## src/rtl/xlat_pkg.sv

```systemverilog
package xlat_pkg;
  localparam int LFSR_W = 8;
  localparam logic [LFSR_W-1:0] LFSR_SEED = 8'h01;

  // x^8 + x^6 + x^5 + x^4 + 1, shift toward the MSB
  function automatic logic [LFSR_W-1:0] lfsr_next(input logic [LFSR_W-1:0] s);
    return {s[LFSR_W-2:0], s[7] ^ s[5] ^ s[4] ^ s[3]};
  endfunction
endpackage

```

## src/rtl/xlat_match.sv

```systemverilog
module xlat_match #(
  parameter int N     = 8,
  parameter int VPN_W = 20
) (
  input  logic [N-1:0]            vld,
  input  logic [N-1:0][VPN_W-1:0] tags,
  input  logic [VPN_W-1:0]        key,
  output logic [N-1:0]            hit
);
  for (genvar g = 0; g < N; g++) begin : g_cmp
    assign hit[g] = vld[g] && (tags[g] == key);
  end
endmodule

```

## src/rtl/xlat_victim.sv

```systemverilog
module xlat_victim #(
  parameter int N     = 8,
  parameter int IDX_W = $clog2(N)
) (
  input  logic             clk,
  input  logic             rst_n,
  input  logic [N-1:0]     vld,
  output logic [IDX_W-1:0] pick
);
  import xlat_pkg::*;

  logic [LFSR_W-1:0] lfsr_q;
  logic              has_free;
  logic [IDX_W-1:0]  free_idx;

  always_comb begin
    has_free = 1'b0;
    free_idx = '0;
    for (int i = N - 1; i >= 0; i--) begin
      if (!vld[i]) begin
        has_free = 1'b1;
        free_idx = IDX_W'(i);
      end
    end
    pick = has_free ? free_idx : lfsr_q[IDX_W-1:0];
  end

  always_ff @(posedge clk) begin
    if (!rst_n) lfsr_q <= LFSR_SEED;
    else        lfsr_q <= lfsr_next(lfsr_q);
  end

  // an empty slot is always taken before a valid one
  p_free_first_r4: assert property (@(posedge clk) disable iff (!rst_n)
    has_free |-> !vld[pick]);
  // the pseudo-random source never locks up at zero
  p_lfsr_alive_r5: assert property (@(posedge clk) disable iff (!rst_n)
    lfsr_q != '0);
endmodule

```

## src/rtl/xlat_tlb.sv

```systemverilog
module xlat_tlb #(
  parameter int ENTRIES = 8,
  parameter int VPN_W   = 20,
  parameter int PPN_W   = 16
) (
  input  logic             clk,
  input  logic             rst_n,
  input  logic             lk_req,
  input  logic             lk_wr,
  input  logic [VPN_W-1:0] lk_vpn,
  output logic             lk_hit,
  output logic [PPN_W-1:0] lk_ppn,
  input  logic             fill_req,
  input  logic [VPN_W-1:0] fill_vpn,
  input  logic [PPN_W-1:0] fill_ppn,
  input  logic             flush_req,
  output logic             busy,
  output logic             wb_valid,
  output logic [VPN_W-1:0] wb_vpn,
  output logic [PPN_W-1:0] wb_ppn,
  output logic             wb_ref,
  output logic             wb_dirty
);
  localparam int IDX_W = $clog2(ENTRIES);

  logic [ENTRIES-1:0]            vld_q, ref_q, drt_q;
  logic [ENTRIES-1:0]            ref_nx, drt_nx;
  logic [ENTRIES-1:0][VPN_W-1:0] tag_q;
  logic [ENTRIES-1:0][PPN_W-1:0] ppn_q;
  logic                          busy_q;
  logic [IDX_W-1:0]              sweep_idx;

  logic [ENTRIES-1:0] lk_match, fl_match;
  logic [IDX_W-1:0]   rand_pick, dup_idx, slot;
  logic               fill_go, evict_wb, sweep_wb, sweep_last;

  xlat_match #(.N(ENTRIES), .VPN_W(VPN_W)) i_lk_cmp (
    .vld(vld_q), .tags(tag_q), .key(lk_vpn), .hit(lk_match));
  xlat_match #(.N(ENTRIES), .VPN_W(VPN_W)) i_fl_cmp (
    .vld(vld_q), .tags(tag_q), .key(fill_vpn), .hit(fl_match));
  xlat_victim #(.N(ENTRIES), .IDX_W(IDX_W)) i_victim (
    .clk(clk), .rst_n(rst_n), .vld(vld_q), .pick(rand_pick));

  // lookup result and per-slot status update
  always_comb begin
    lk_hit = lk_req && !busy_q && (|lk_match);
    lk_ppn = '0;
    for (int i = 0; i < ENTRIES; i++) begin
      if (lk_hit && lk_match[i]) lk_ppn = lk_ppn | ppn_q[i];
      ref_nx[i] = ref_q[i] | (lk_hit & lk_match[i]);
      drt_nx[i] = drt_q[i] | (lk_hit & lk_wr & lk_match[i]);
    end
  end

  // fill target: resident copy first, otherwise the victim picker
  always_comb begin
    dup_idx = '0;
    for (int i = 0; i < ENTRIES; i++)
      if (fl_match[i]) dup_idx = IDX_W'(i);
    slot     = (|fl_match) ? dup_idx : rand_pick;
    fill_go  = fill_req && !busy_q && !flush_req;
    evict_wb = fill_go && vld_q[slot] && (ref_nx[slot] || drt_nx[slot]);
    sweep_wb = busy_q && vld_q[sweep_idx] && (ref_q[sweep_idx] || drt_q[sweep_idx]);
    sweep_last = (sweep_idx == IDX_W'(ENTRIES - 1));
  end

  always_ff @(posedge clk) begin
    if (!rst_n) begin
      vld_q     <= '0;
      ref_q     <= '0;
      drt_q     <= '0;
      tag_q     <= '0;
      ppn_q     <= '0;
      busy_q    <= 1'b0;
      sweep_idx <= '0;
      wb_valid  <= 1'b0;
      wb_vpn    <= '0;
      wb_ppn    <= '0;
      wb_ref    <= 1'b0;
      wb_dirty  <= 1'b0;
    end else begin
      wb_valid <= 1'b0;
      ref_q    <= ref_nx;
      drt_q    <= drt_nx;
      if (busy_q) begin
        if (sweep_wb) begin
          wb_valid <= 1'b1;
          wb_vpn   <= tag_q[sweep_idx];
          wb_ppn   <= ppn_q[sweep_idx];
          wb_ref   <= ref_q[sweep_idx];
          wb_dirty <= drt_q[sweep_idx];
        end
        if (sweep_last) begin
          vld_q  <= '0;
          busy_q <= 1'b0;
        end else begin
          sweep_idx <= sweep_idx + 1'b1;
        end
      end else if (flush_req) begin
        busy_q    <= 1'b1;
        sweep_idx <= '0;
      end else if (fill_go) begin
        if (evict_wb) begin
          wb_valid <= 1'b1;
          wb_vpn   <= tag_q[slot];
          wb_ppn   <= ppn_q[slot];
          wb_ref   <= ref_nx[slot];
          wb_dirty <= drt_nx[slot];
        end
        vld_q[slot] <= 1'b1;
        tag_q[slot] <= fill_vpn;
        ppn_q[slot] <= fill_ppn;
        ref_q[slot] <= 1'b0;
        drt_q[slot] <= 1'b0;
      end
    end
  end

  assign busy = busy_q;

  // a page is never resident in two slots
  p_unique_tag_r6: assert property (@(posedge clk) disable iff (!rst_n)
    $onehot0(lk_match) && $onehot0(fl_match));
  // write-back only ever carries a slot with status set
  p_wb_status_r7: assert property (@(posedge clk) disable iff (!rst_n)
    wb_valid |-> (wb_ref || wb_dirty));
  // no hit is reported while sweeping
  p_busy_miss_r9: assert property (@(posedge clk) disable iff (!rst_n)
    busy |-> !lk_hit);
  // the store is empty once the sweep ends
  p_flush_empty_r8: assert property (@(posedge clk) disable iff (!rst_n)
    $fell(busy_q) |-> (vld_q == '0));
  // a hit returns a page that was installed in a valid slot
  p_hit_valid_r2: assert property (@(posedge clk) disable iff (!rst_n)
    lk_hit |-> (|(lk_match & vld_q)));
endmodule

```

## config.mk

```make
export PLATFORM = sky130hd
export DESIGN_NAME = xlat_tlb
export DESIGN_NICKNAME = d
export VERILOG_FILES = /design/src/rtl/xlat_pkg.sv /design/src/rtl/xlat_match.sv /design/src/rtl/xlat_victim.sv /design/src/rtl/xlat_tlb.sv
export SDC_FILE = /design/constraint.sdc
export NUM_CORES = 1
export LEC_CHECK = 0
export BUFFER_PORTS_ARGS = -buffer_cell sky130_fd_sc_hd__buf_4
export CAP_MARGIN = 20
export CORE_AREA = 2 2 261 263
export CTS_BUF_LIST = sky130_fd_sc_hd__clkbuf_4 sky130_fd_sc_hd__clkbuf_8 sky130_fd_sc_hd__clkbuf_16
export DETAILED_ROUTE_END_ITERATION = 10
export DIE_AREA = 0 0 263 265
export MAX_ROUTING_LAYER = met4
export PLACE_DENSITY = 0.61
export SYNTH_ARGS = -nofsm -noshare
export SYNTH_HDL_FRONTEND = slang
export SYNTH_SLANG_ARGS = --single-unit
```

## constraint.sdc

```tcl
create_clock -name clk -period 3.85 [get_ports clk]
set_input_delay 0.77 -clock clk [delete_from_list [all_inputs] [get_ports clk]]
set_output_delay 0.77 -clock clk [all_outputs]
set_load 0.03 [all_outputs]
```

Word-level counts from Yosys, hierarchy flattened:

Cells that the tools add are included.

* register bits: 363
* bits in latches: 0
* memory bits (writable): 0
* ROM bits: 0
* output and inout bits: 57
* memories: 0

* add/sub/neg operators: 1
* $mul: 0
* divide/modulo/power cells: 0
* magnitude comparators: 3
* eq/ne operators: 21
* shift operators: 0
* muxes and demuxes: 102
* bitwise gates (word level): 49
* reduce and logical (&&, ||, !) cells: 46

Operators with widths (count)
* 20-bit == test: 16
* 16-bit 2-to-1 mux: 16
* 160-bit bitwise mux: 1
* 20-bit 2-to-1 mux: 8
* 128-bit bitwise mux: 1
* 20-bit binary-select mux with 3-bit select: 2
* 16-bit bitwise OR: 7
* 16-bit binary-select mux with 3-bit select: 2
* 8-bit 2-to-1 mux: 10
* 20-bit demux with 3-bit select: 1
* 3-bit 2-to-1 mux: 19
* 16-bit demux with 3-bit select: 1
* 1-bit 2-to-1 mux: 34
* 1-bit logical AND: 33
* 1-bit binary-select mux with 3-bit select: 6
* 1-bit bitwise AND: 17
* 8-bit bitwise AND: 2
* 1-bit bitwise OR: 16
* 8-bit OR reduction: 2
* 3-bit by 4-bit < comparator with 1-bit output, second input constant: 2
* 8-bit NOT: 1
* 8-bit bitwise OR: 1
* 2-bit by 1-bit inequality test with 1-bit output, second input constant: 3
* 3-bit AND reduction: 2
* other kinds (12): 19

Logic depth before layout (Yosys ltp):

* depth in word-level cells: 20
* depth in mapped cells: 18

By module:

A second synthesis with hierarchy kept.

* cells, all modules: 2928
* area total of the unflattened synthesis: 23543.8 µm²

Modules (own cells, without submodules)
* xlat_tlb: times used 1, cells an instance 2422, area each 19274.7 µm², sequential area each 7106.8 µm²
* xlat_match: times used 2, cells an instance 236, area each 1975.6 µm², sequential area each 0.0 µm²
* xlat_victim: times used 1, cells an instance 34, area each 317.8 µm², sequential area each 160.2 µm²

Least setup slack after synthesis:

Ideal clock, no wire load.

* path kind: input to output
* start point: input port lk_vpn[2]
* end point: output port lk_ppn[6]
* data arrival time: 3.154 ns
* path slack: -0.074 ns
* stages: 9
* buffers on the path: 2
* path through: clkbuf_1 > xor2_1 > nor4_1 > nand4_1 > nor4_1 > clkbuf_1 > a22o_1 > a221oi_1 > nand3_1

* word-level cells in the longest chain between the ends: 20
* elaborated cells between the ends (all ways): 41

Ends and longest elaborated chain
* start: declaration: RTL line xlat_tlb.sv:10 `input logic [VPN_W-1:0] lk_vpn,`
* 20-bit == test: RTL line xlat_match.sv:11 `assign hit[g] = vld[g] && (tags[g] == key);`
* 1-bit logical AND: RTL line xlat_match.sv:11
* 8-bit OR reduction: RTL line xlat_tlb.sv:46 `lk_hit = lk_req && !busy_q && (|lk_match);`
* 1-bit logical AND: RTL line xlat_tlb.sv:46
* 1-bit logical AND: RTL line xlat_tlb.sv:49 `if (lk_hit && lk_match[i]) lk_ppn = lk_ppn | ppn_q[i];`
* 16-bit 2-to-1 mux: RTL line xlat_tlb.sv:49
* 16-bit bitwise OR: RTL line xlat_tlb.sv:49
* 16-bit 2-to-1 mux: RTL line xlat_tlb.sv:49
* [... 4 more ...]
* 16-bit bitwise OR: RTL line xlat_tlb.sv:49
* 16-bit 2-to-1 mux: RTL line xlat_tlb.sv:49
* 16-bit bitwise OR: RTL line xlat_tlb.sv:49
* 16-bit 2-to-1 mux: RTL line xlat_tlb.sv:49
* 16-bit bitwise OR: RTL line xlat_tlb.sv:49
* 16-bit 2-to-1 mux: RTL line xlat_tlb.sv:49
* 16-bit bitwise OR: RTL line xlat_tlb.sv:49
* 16-bit 2-to-1 mux *: RTL line xlat_tlb.sv:49
* end: declaration: RTL line xlat_tlb.sv:12 `output logic [PPN_W-1:0] lk_ppn,`

Mark *: on every way between the ends. The rest lies on a longest branch, timed or not.

Worst setup path after layout:

* start point: register tag_q[84] (netlist bit)
* end point: output port lk_ppn[10]

* word-level cells in the longest chain between the ends: 20
* elaborated cells between the ends (all ways): 27

Ends and longest elaborated chain
* start: declaration: RTL line xlat_tlb.sv:28 `logic [ENTRIES-1:0][VPN_W-1:0] tag_q;`
* start signal: indexed assignment: RTL line xlat_tlb.sv:111 `tag_q[slot] <= fill_vpn;`
* 20-bit == test *: RTL line xlat_match.sv:11
* 1-bit logical AND *: RTL line xlat_match.sv:11
* 8-bit OR reduction: RTL line xlat_tlb.sv:46
* 1-bit logical AND: RTL line xlat_tlb.sv:46
* 1-bit logical AND: RTL line xlat_tlb.sv:49
* 16-bit 2-to-1 mux: RTL line xlat_tlb.sv:49
* 16-bit bitwise OR: RTL line xlat_tlb.sv:49
* 16-bit 2-to-1 mux: RTL line xlat_tlb.sv:49
* [... 4 more ...]
* 16-bit bitwise OR: RTL line xlat_tlb.sv:49
* 16-bit 2-to-1 mux: RTL line xlat_tlb.sv:49
* 16-bit bitwise OR: RTL line xlat_tlb.sv:49
* 16-bit 2-to-1 mux: RTL line xlat_tlb.sv:49
* 16-bit bitwise OR: RTL line xlat_tlb.sv:49
* 16-bit 2-to-1 mux: RTL line xlat_tlb.sv:49
* 16-bit bitwise OR: RTL line xlat_tlb.sv:49
* 16-bit 2-to-1 mux *: RTL line xlat_tlb.sv:49

Marked as above.

==> key figures <==
Die
  – Core Box Area: 0.0668 mm2
  – Die width: 263 um
  – Die H: roughly 270 um
  – Row Count: 95
  – Full die area: between 0.06 and 0.07 mm2
  – IO Count: 119
  – Initial cell density of the core: 0.347

Critical path
  – Worst Path Max Fanout: 6
  – Worst EP arrival: between 3 and 4 ns
  – Worst R2R Path Depth: 15
  – Worst r2r dst: wb_vpn[9]
  – CP max-delay cell: nor4_4
  – Critical path endpoint category: output port
  – Critical Path Start: tag_q[84]
  – Reg2Reg Setup Slack: about 0.07 ns
  – Reg2reg start: tag_q[123]
  – Slowest cell delay on critical path: between 0.3 and 0.4 ns
  – Critical path class: flip-flop to output port
  – Crit-path cells: xor2_2 -> nor4_4 -> nand4_1 -> buf_6 -> nor4_4 -> buf_4 -> nor2b_4 -> buf_12 -> a22o_1 -> a221oi_2 -> nand3_1 -> buf_6
  – CP startpoint kind: flip-flop
  – Setup crit end: lk_ppn[10]
  – WP data required: about 3 ns

Yosys
  – Yosys top cell area share: 0.314
  – FFs w/ async S/R, synth: 0
  – Syn Nets: 2936
  – Most used DFF post-synth: dfxtp_1
  – Most numerous cell in the Yosys netlist: nand2_1
  – Post-synth EDFFs: 0
  – Register bit total from synthesis: 363
  – Post-Syn Instances: roughly 2900
  – Cell taking the most area after synthesis: dfxtp_1
  – Dominant cells by area after synthesis: dfxtp_1 31%, nand2_1 13%, mux4_2 8.1%
  – Synth warn: 0
  – Mean post-synth cell area: 8.06 um2
  – Distinct cells, synth: 82
  – Mapped Area: 0.0232 mm2
  – Most frequent cells after synthesis: 786 x nand2_1, 363 x dfxtp_1, 333 x a21oi_1, 184 x xnor2_1, 138 x xor2_1
  – Seq/Total Area, Yosys: 0.314

Timing
  – Setup TNS: -0.757 ns
  – Final number of setup-violating endpoints: 13
  – Max Freq: ~250 MHz
  – Period utilization: 1.03
  – RSZ-0062 raised after global routing: yes
  – Tmin final: between 3 and 4 ns
  – Worst hold slack: approximately 0.43 ns
  – Final worst setup slack: -0.104 ns
  – Slew Viols, Final: 0
  – Final hold violation count: 0
  – Slew of the pin with the lowest slew margin: between 1 and 1.5 ns
  – Clock Skew: roughly 0.024 ns
  – Slew HR: 0.295

Global route
  – First-pass GRT wire length: between 150 and 200 mm
  – Vias in the first global route: between 20000 and 25000
  – Initial antenna violation count: 4
  – Gr ovfl total: 0
  – Largest net degree at the start of global routing: 114
  – Total GRT Usage: 0.373

Pwr
  – Leakage power: between 0.01 and 0.015 uW
  – PD cells: ~300 mW/mm2
  – Peak VDD IR: between 200 and 300 uV

CTS
  – Num CTS Buffers: between 40 and 50
  – CTS Hold Buffers Added: 0
  – CTS tree: done
  – Reg clk slew, reported paths: 0.06 ns
  – CTS Sinks: ~360
  – CTS H-tree depth: 2
  – Buffer depth of the longest clock path: 3
  – Clk Tree Root Cell: clkbuf_16
  – Clock latency on the worst-skew pair: slightly above 0.6 ns

Place
  – Detailed placer's ending HPWL: roughly 96 mm
  – Placed Cells: around 4200
  – Pre-CTS setup slack: -0.610 ns
  – Port Buffers: 118
  – RD Place Congestion: about 1.1

Run status
  – Failing checks: negative setup slack
  – Outcome: finished with violations

Cells and area
  – Post-route insts no fill: 4276
  – FF+latch area: ~0.0074 mm2
  – Fraction of layout cells with a size suffix above 1: 0.339
  – Fillers: about 6400
  – Layout Nets: roughly 3400
  – Area delta synth->final: 39.2%
  – Multi-input combinational cell area: roughly 0.016 mm2

Hold path
  – Worst hold stages: 1
  – HP Start: i_victim.lfsr_q[6]
  – Hold Crit Class: flip-flop to flip-flop

Flow run
  – Max cap viols: 0

Route
  – Vias per Instance: 5.99
  – Total Routed Length: roughly 130 mm
  – 1st-pass router iterations: 6
  – Remaining antenna violation count: 0
  – Remaining DRCs: 0
  – Routed len/inst: 30.2 um
  – Via count: between 20000 and 30000
  – Initial DRC Count: ~3900
## what timing repair did
action | CTS | global route
pin swaps | 47 | 49
cloned | 7 | 0
setup buffers | 28 | 26
setup endpoints to repair | 31 | 264
resized for setup | 170 | 136
## cells by family after synthesis
logic type / synth area share
muxes: 0.127
xor gates and xnor gates: 0.123
AOI/OAI and AO/OA: 0.157
and+or+nand+nor: 0.220
DFF: 0.314
adders and majority gates: 0.00108
buffers and inverters: 0.0585
## flip-flops by register name (all words and copies together), names as in the netlist, 3 cells and up
register and cells:
tag_q 160, ppn_q 128, wb_vpn 20, wb_ppn 16, drt_q 8, i_victim.lfsr_q 8, ref_q 8, vld_q 8
sweep_idx 3
## where the power goes
| group | switching, uW | internal, uW | total, uW |
|---|---|---|---|
| clock network | 1870 | 2560 | 4420 |
| logic | 895 | 582 | 1480 |
| registers | 45.4 | 3770 | 3820 |
| total | 2810 | 6910 | 9720 |
## how the worst min path moves through the flow
stage                         end  slack [ns]
2_1_floorplan  i_victim.lfsr_q[7]        0.41
3_3_place_gp   i_victim.lfsr_q[7]        0.41
3_5_place_dp   i_victim.lfsr_q[7]        0.42
4_1_cts        i_victim.lfsr_q[7]        0.43
5_1_grt        i_victim.lfsr_q[7]        0.46
6_report       i_victim.lfsr_q[7]        0.43
## worst max-delay path: cells and delay by family, from the launching register on
family | cells | cell delay, ns
buffers and inverters | 4 | 0.73
xor gates and xnor gates | 1 | 0.18
AOI/OAI and AO/OA | 2 | 0.20
and+or+nand+nor | 5 | 1.12
DFF | 1 | 0.36
## final cells by class
| class | count | area share |
|---|---|---|
| Multi-Input combinational cell | 2237 | 0.487 |
| Clock inverter | 19 | 0.00816 |
| Timing Repair Buffer | 722 | 0.203 |
| Clock buffer | 55 | 0.0374 |
| Sequential cell | 363 | 0.229 |
| Inverter | 4 | 0.000699 |
| Antenna cell | 3 | 0.000233 |
| Tap cell | 873 | 0.0339 |
## layout by cell type, fill, tap and decap left out, types with 8 or more instances in the layout
cell type	netlist	routed
nor2_1	57	55
xnor2_1	184	167
nand2_1	786	782
buf_12	2	69
a21oi_1	333	332
xor2_2	0	27
dfxtp_2	0	42
a22oi_1	38	25
clkbuf_16	0	42
dfxtp_4	0	18
dfxtp_1	363	303
nand3_1	67	56
a22o_1	19	19
o211ai_1	30	30
and2_1	11	11
nor4_1	48	18
mux2_2	18	18
a221oi_1	50	38
nand4_1	82	82
xor2_4	0	8
mux4_2	83	83
o21ai_0	46	41
clkbuf_8	0	9
nor4_2	1	21
nand3_2	1	12
xor2_1	138	103
nor4_4	2	12
nand2b_1	13	13
buf_4	13	599
mux2i_1	86	86
a221oi_2	0	12
buf_6	14	48
a31oi_1	13	13
xnor2_2	1	17
a22oi_2	0	13
## metal layers
metal / GRT usage / up-vias / share of wire
met4: 0.152 / 0 / 0.050
met1: 0.507 / 12400 / 0.41
met3: 0.0984 / 335 / 0.13
met2: 0.522 / 1844 / 0.41
met5: - / - / 0
li1: - / 11033 / -
## through the flow
step / power, uW / instance area (um2) / utilization
4_1_cts: 9620 / 31500 / 0.472
3_5_place_dp: 5260 / 28900 / 0.433
5_1_grt: 9900 / 32200 / 0.482
2_1_floorplan: 4570 / 23200 / -
6_report: 9720 / 32200 / 0.482
3_3_place_gp: 5260 / 28900 / 0.433
Power figures use the tool's default switching activity.
